File: src/rtl/sfc_sel_timer_pkg.sv
package sfc_sel_timer_pkg;
  typedef enum logic [2:0] {
    PH_IDLE   = 3'd0,
    PH_SWITCH = 3'd1,
    PH_LEAD   = 3'd2,
    PH_CLOCK  = 3'd3,
    PH_TRAIL  = 3'd4,
    PH_GAP    = 3'd5
  } phase_t;
endpackage

File: src/rtl/sfc_clk_gen.sv
module sfc_clk_gen #(
  parameter int BAUD_W = 4,
  parameter int LEN_W  = 8
) (
  input  logic              clk,
  input  logic              rst_n,
  input  logic              load,
  input  logic              run,
  input  logic [BAUD_W:0]   half,
  input  logic [LEN_W:0]    nbits,
  output logic              sclk,
  output logic              done
);
  localparam int EDGE_W = LEN_W + 2;

  logic [BAUD_W:0]   half_cnt;
  logic [EDGE_W-1:0] edges_left;
  logic              half_end;

  assign half_end = (half_cnt == (BAUD_W+1)'(1));
  assign done     = run && half_end && (edges_left == EDGE_W'(1));

  always_ff @(posedge clk or negedge rst_n) begin
    if (!rst_n) begin
      half_cnt   <= '0;
      edges_left <= '0;
      sclk       <= 1'b0;
    end else if (load) begin
      half_cnt   <= half;
      edges_left <= {nbits, 1'b0};
      sclk       <= 1'b0;
    end else if (run) begin
      if (half_end) begin
        sclk       <= ~sclk;
        half_cnt   <= half;
        edges_left <= edges_left - EDGE_W'(1);
      end else begin
        half_cnt <= half_cnt - (BAUD_W+1)'(1);
      end
    end else begin
      sclk <= 1'b0;
    end
  end
endmodule

File: src/rtl/sfc_sel_enc.sv
module sfc_sel_enc #(
  parameter int CS_W = 4
) (
  input  logic            active,
  input  logic            decode,
  input  logic [CS_W-1:0] sel,
  output logic [CS_W-1:0] cs_n
);
  logic [CS_W-1:0] onehot_n;

  for (genvar i = 0; i < CS_W; i++) begin : g_pin
    assign onehot_n[i] = !(active && (sel == CS_W'(i)));
  end

  always_comb begin
    if (decode) cs_n = active ? sel : '1;
    else        cs_n = onehot_n;
  end
endmodule

File: src/rtl/sfc_frame_fsm.sv
module sfc_frame_fsm
  import sfc_sel_timer_pkg::*;
#(
  parameter int BAUD_W = 4,
  parameter int CS_W   = 4,
  parameter int DLY_W  = 8,
  parameter int LEN_W  = 8,
  parameter int CNT_W  = 9
) (
  input  logic               clk,
  input  logic               rst_n,
  input  logic               enable,
  input  logic               start,
  input  logic [BAUD_W-1:0]  baud_in,
  input  logic [CS_W-1:0]    sel_in,
  input  logic               decode_in,
  input  logic [4*DLY_W-1:0] dly_in,
  input  logic [LEN_W-1:0]   len_in,
  input  logic               clk_done,
  output phase_t             phase,
  output logic               load_clk,
  output logic [BAUD_W:0]    half,
  output logic [CS_W-1:0]    sel,
  output logic               decode,
  output logic [LEN_W:0]     nbits,
  output logic [CNT_W-1:0]   gap_min
);
  logic [4*DLY_W-1:0] dly_l;
  logic [CS_W:0]      last_id;
  logic               have_last;
  logic [CNT_W-1:0]   dcnt;
  logic               expired;
  logic [CS_W:0]      new_id;

  function automatic logic [CNT_W-1:0] at_least_one(input logic [DLY_W-1:0] d);
    return (d == '0) ? CNT_W'(1) : CNT_W'(d);
  endfunction

  function automatic logic [CNT_W-1:0] deselect_ticks(input logic [DLY_W-1:0] d,
                                                      input logic [BAUD_W:0] h);
    logic [CNT_W-1:0] period;
    period = CNT_W'({h, 1'b0});
    return (CNT_W'(d) > period) ? CNT_W'(d) : period;
  endfunction

  assign expired  = (dcnt <= CNT_W'(1));
  assign load_clk = (phase == PH_LEAD) && expired;
  assign gap_min  = deselect_ticks(dly_l[4*DLY_W-1:3*DLY_W], half);
  assign new_id   = {decode_in, sel_in};

  always_ff @(posedge clk or negedge rst_n) begin
    if (!rst_n) begin
      phase     <= PH_IDLE;
      dcnt      <= '0;
      dly_l     <= '0;
      half      <= (BAUD_W+1)'(1);
      sel       <= '0;
      decode    <= 1'b0;
      nbits     <= (LEN_W+1)'(1);
      last_id   <= '0;
      have_last <= 1'b0;
    end else begin
      case (phase)
        PH_IDLE: begin
          if (enable && start) begin
            half      <= (BAUD_W+1)'(baud_in) + (BAUD_W+1)'(1);
            sel       <= sel_in;
            decode    <= decode_in;
            dly_l     <= dly_in;
            nbits     <= (LEN_W+1)'(len_in) + (LEN_W+1)'(1);
            last_id   <= new_id;
            have_last <= 1'b1;
            if (have_last && (last_id != new_id)) begin
              phase <= PH_SWITCH;
              dcnt  <= at_least_one(dly_in[3*DLY_W-1:2*DLY_W]);
            end else begin
              phase <= PH_LEAD;
              dcnt  <= at_least_one(dly_in[DLY_W-1:0]);
            end
          end
        end
        PH_SWITCH: begin
          if (expired) begin
            phase <= PH_LEAD;
            dcnt  <= at_least_one(dly_l[DLY_W-1:0]);
          end else begin
            dcnt <= dcnt - CNT_W'(1);
          end
        end
        PH_LEAD: begin
          if (expired) phase <= PH_CLOCK;
          else         dcnt  <= dcnt - CNT_W'(1);
        end
        PH_CLOCK: begin
          if (clk_done) begin
            phase <= PH_TRAIL;
            dcnt  <= at_least_one(dly_l[2*DLY_W-1:DLY_W]);
          end
        end
        PH_TRAIL: begin
          if (expired) begin
            phase <= PH_GAP;
            dcnt  <= gap_min;
          end else begin
            dcnt <= dcnt - CNT_W'(1);
          end
        end
        PH_GAP: begin
          if (expired) phase <= PH_IDLE;
          else         dcnt  <= dcnt - CNT_W'(1);
        end
        default: phase <= PH_IDLE;
      endcase
    end
  end
endmodule

File: src/rtl/sfc_sel_timer.sv
module sfc_sel_timer
  import sfc_sel_timer_pkg::*;
#(
  parameter int LEN_W = 8
) (
  input  logic             clk,
  input  logic             rst_n,
  input  logic [30:0]      cfg_in,
  input  logic [31:0]      dly_in,
  input  logic             start,
  input  logic [LEN_W-1:0] nbits_m1,
  output logic             sclk,
  output logic [3:0]       cs_n,
  output logic             idle,
  output logic [31:0]      cfg_rd
);
  localparam int BAUD_W   = 4;
  localparam int BAUD_LSB = 19;
  localparam int CS_W     = 4;
  localparam int CS_LSB   = 10;
  localparam int DEC_BIT  = 9;
  localparam int EN_BIT   = 0;
  localparam int DLY_W    = 8;
  localparam int CNT_W    = ((DLY_W > BAUD_W + 2) ? DLY_W : BAUD_W + 2) + 1;

  phase_t            phase;
  logic              load_clk;
  logic              clk_done;
  logic [BAUD_W:0]   lat_half;
  logic [CS_W-1:0]   lat_sel;
  logic              lat_decode;
  logic [LEN_W:0]    lat_nbits;
  logic [CNT_W-1:0]  lat_gap_min;
  logic              in_clk_phase;
  logic              sel_active;

  assign in_clk_phase = (phase == PH_CLOCK);
  assign sel_active   = (phase == PH_LEAD) || (phase == PH_CLOCK) || (phase == PH_TRAIL);
  assign idle         = (phase == PH_IDLE);
  assign cfg_rd       = {idle, cfg_in};

  sfc_frame_fsm #(
    .BAUD_W(BAUD_W), .CS_W(CS_W), .DLY_W(DLY_W), .LEN_W(LEN_W), .CNT_W(CNT_W)
  ) u_fsm (
    .clk       (clk),
    .rst_n     (rst_n),
    .enable    (cfg_in[EN_BIT]),
    .start     (start),
    .baud_in   (cfg_in[BAUD_LSB +: BAUD_W]),
    .sel_in    (cfg_in[CS_LSB +: CS_W]),
    .decode_in (cfg_in[DEC_BIT]),
    .dly_in    (dly_in),
    .len_in    (nbits_m1),
    .clk_done  (clk_done),
    .phase     (phase),
    .load_clk  (load_clk),
    .half      (lat_half),
    .sel       (lat_sel),
    .decode    (lat_decode),
    .nbits     (lat_nbits),
    .gap_min   (lat_gap_min)
  );

  sfc_clk_gen #(.BAUD_W(BAUD_W), .LEN_W(LEN_W)) u_clk (
    .clk   (clk),
    .rst_n (rst_n),
    .load  (load_clk),
    .run   (in_clk_phase),
    .half  (lat_half),
    .nbits (lat_nbits),
    .sclk  (sclk),
    .done  (clk_done)
  );

  sfc_sel_enc #(.CS_W(CS_W)) u_enc (
    .active (sel_active),
    .decode (lat_decode),
    .sel    (lat_sel),
    .cs_n   (cs_n)
  );
endmodule

File: config.mk
export PLATFORM = sky130hd
export DESIGN_NAME = sfc_sel_timer
export DESIGN_NICKNAME = d
export VERILOG_FILES = /design/src/rtl/sfc_sel_timer_pkg.sv /design/src/rtl/sfc_clk_gen.sv /design/src/rtl/sfc_sel_enc.sv /design/src/rtl/sfc_frame_fsm.sv /design/src/rtl/sfc_sel_timer.sv
export SDC_FILE = /design/constraint.sdc
export NUM_CORES = 1
export LEC_CHECK = 0
export BUFFER_PORTS_ARGS = -buffer_cell sky130_fd_sc_hd__buf_2
export CAP_MARGIN = 5
export CORE_MARGIN = 2
export CORE_UTILIZATION = 35
export CTS_CLUSTER_DIAMETER = 60
export DETAILED_ROUTE_END_ITERATION = 12
export PLACE_DENSITY = 0.6
export SLEW_MARGIN = 5
export SYNTH_ARGS = -nofsm -noshare
export SYNTH_HDL_FRONTEND = slang
export SYNTH_SLANG_ARGS = --single-unit
File: constraint.sdc
create_clock -name clk -period 2 [get_ports clk]
set_input_delay 0.5 -clock clk [delete_from_list [all_inputs] [get_ports clk]]
set_output_delay 0.5 -clock clk [all_outputs]
set_load 0.1 [all_outputs]
==> impl_metrics.ini <==
[floorplan]
start_util_pct = 36.1
die_h_um = 118
ios = 112
num_rows = 41
die_x_um = 118
core_area_mm2 = 0.0127
dieArea_mm2 = 0.0140

[logic_synthesis]
synth.distinct_cells = 63
seq_area_frac_synth_pct = 39.4
synth_edf_count = 0
async_flop_share_pct = 100
synth_cells = 550
avgSynthCellArea_um2 = 8.32
synth_nets = 637
yosysWarnings = 0
ys_seq_elements = 72
synth_flop_cell = dfrtp_1
synthesis.area_mm2 = 0.00457

[cts]
clock-sinks = 72
htreeDepth = 3
clk_latency_ns = 0.34
clk_pin_slew_ns = 0.06
cts_tree = yes
cts_buffers = 9
clockBufferDepth = 2
cts-root-buf = clkbuf_16

[sta]
fmaxAchievable_mhz = 457
tightest_slew_ns = 0.492
slew_violations = 0
rsz0062_at_grt = yes
setup-violations-final = 12
fin_crit_sh_pct = 110
min_period_ns = 2.19
tns_ns = -1.24
hold_viol_final = 0
fin_worst_skew_ns = 0.00721
setup_ws_ns = -0.190
holdWs_ns = 0.0819
relSlewSlack_pct = 67.4

[final_layout]
insertedDiodeCount = 0
drive_gt1_share_pct = 35.1
instances_no_fill = 845
fin_nets = 755
synthToLayoutAreaGrowth_pct = 38.2

[detailed_routing]
drc_errors = 0
via_per_inst = 5.34
routedWlPerCell_um = 16.9
drt_iter0_markers = 267
antenna_left = 0
vias = 4514
dr.pass1.iters = 7
drt-total-wl_um = 14300

[grt]
grt_pass1_wl_um = 21900
grt_usage_pct = 19.6
grt_pass1_vias = 4444
grt_max_degree = 60
antenna_found_initial = 0
grt-ovfl-total = 0

[flow_run]
cap_violations = 0

[critical_path]
worst-path-buf-inv = 1
startpoint_type = register
required_ns = 1.50
r2r_slack_ns = -0.08
slowest_delay_ns = 0.43
crit_chain = nand2b_4 -> nor2_4 -> nor2_2 -> or3_4 -> buf_12
worstPathArrival_ns = 1.69
worstReg2RegEnd = u_fsm.dcnt[4]
critical-path-slowest-cell = dfrtp_1
critPathLaunch = u_fsm.phase[1]
crit_path_max_fanout = 3
crit_path_end_kind = output pin
reg2reg_from = u_fsm.half[4]
critical-path-top-delay-family = simple AND/OR/NAND/NOR gates
worstRegToRegCells = 7
path_class = reg -> out

[power_and_ir_drop]
power_density_mw_per_mm2 = 546
power.leakage_nw = 2.99
total_power_mw = 3.45
peakVddDrop_mv = 0.337

[place]
io_buffers = 69
post-dp-hpwl_um = 10200
place_congestion = 0.959
dpl.cell_count = 814

[min_path]
hold_path.class = in -> async

[outcome]
outcome = finished, violations left
violations = negative setup slack
## power breakdown
part / switching [mW] / internal, mW
logic: 0.168 / 0.0707
clock network: 0.661 / 1.09
registers: 0 / 1.46
## synth_stat cells, types with 4 or more instances
cell,count,area (um^2)
o211ai_1,5,37.5
nor4_1,6,37.5
buf_2,8,40.0
or3_1,4,25.0
nor2b_1,5,31.3
nand4_1,4,25.0
a211oi_1,5,37.5
dfrtp_1,70,1750
and3_1,4,25.0
nand2b_1,5,31.3
nor2_1,37,139
a21oi_1,18,90.1
xor2_1,11,96.3
ha_1,13,163
a31oi_1,4,25.0
buf_4,33,248
nor3_1,25,125
clkbuf_1,12,45.0
o21ai_1,4,20.0
nor3b_1,4,30.0
nand3_1,10,50.1
mux2i_1,9,90.1
inv_1,13,48.8
xnor2_1,13,114
nand2_1,129,484
o21ai_0,41,205
## layer usage
metal	global-route usage (%)	up-vias	wire, um
li1	-	2128	-
met1	24.9	2198	6310
met2	33.1	161	6930
met3	4.01	27	672
met4	6.93	0	356
met5	0	-	0
## sequential cells by signal, summed over array words and instances, names as in the netlist
signal and flops:
u_clk.edges_left 10, u_clk.half_cnt 5, u_clk.sclk 1, u_fsm.dcnt 9, u_fsm.dly_l 24, u_fsm.half 5, u_fsm.have_last 1, u_fsm.last_id 5
u_fsm.nbits 9, u_fsm.phase 3
## cells in the final DEF, fill, tap and decap left out, drive strengths merged, types with 5 or more instances in the layout
master,count
nand3,11
o21ai,46
mux2i,9
a211oi,5
nor2b,5
nand4,5
inv,14
buf,158
clkbuf,12
a21oi,19
nand2b,5
o211ai,5
nor3,25
xnor2,13
nor4,7
ha,13
nand2,129
dfrtp,70
xor2,11
nor2,37
## worst max-delay path by stage
stage	end	cells after the start	slack [ns]
after global routing	cs_n[1]	5	-0.23
after CTS	cs_n[1]	5	-0.21
after global placement	u_fsm.dcnt[2]	7	-0.17
after floorplan	u_fsm.dcnt[6]	6	-0.19
after detailed placement	u_fsm.dcnt[4]	7	-0.21
final	cs_n[1]	5	-0.19
## logic make-up (layout without fill, tap and decap cells)
family                     after synthesis  after routing  share of synthesized area, %
AOI/OAI and AO/OA                      115            115                          16.2
xor gates and xnor gates                24             24                          4.60
adders and majority gates               13             13                          3.56
buffers and inverters                   67            190                          8.42
DFF                                     72             72                          39.4
muxes                                   11             11                          2.46
and+or+nand+nor                        248            248                          25.3
## final cells by class
type / instances / area (um^2)
Clock inverter: 7 / 95.1
Inverter: 13 / 48.8
Sequential cell: 72 / 1810
Clock buffer: 9 / 225
Tap cell: 172 / 215
Fill cell: 1238 / 6350
Multi-Input combinational cell: 411 / 2670
Timing Repair Buffer: 161 / 1270
## timing repair
action | 4_1_cts | 5_1_grt
setup buffers | 8 | 6
hold buffers | 0 | 0
resized for setup | 26 | 39
gates cloned | 0 | 3
pin swaps | 19 | 16
setup endpoints to repair | 15 | 32
## metrics by stage
step,setup slack [ns],cell area (um^2),utilization (%)
6_report,-0.190,6320,49.9
5_1_grt,-0.234,6320,49.9
4_1_cts,-0.206,6060,47.8
3_5_place_dp,-0.209,5570,44.0
3_3_place_gp,-0.172,5570,44.0
2_1_floorplan,-0.193,4740,-
No activity file was read; power rests on OpenSTA's default activity.
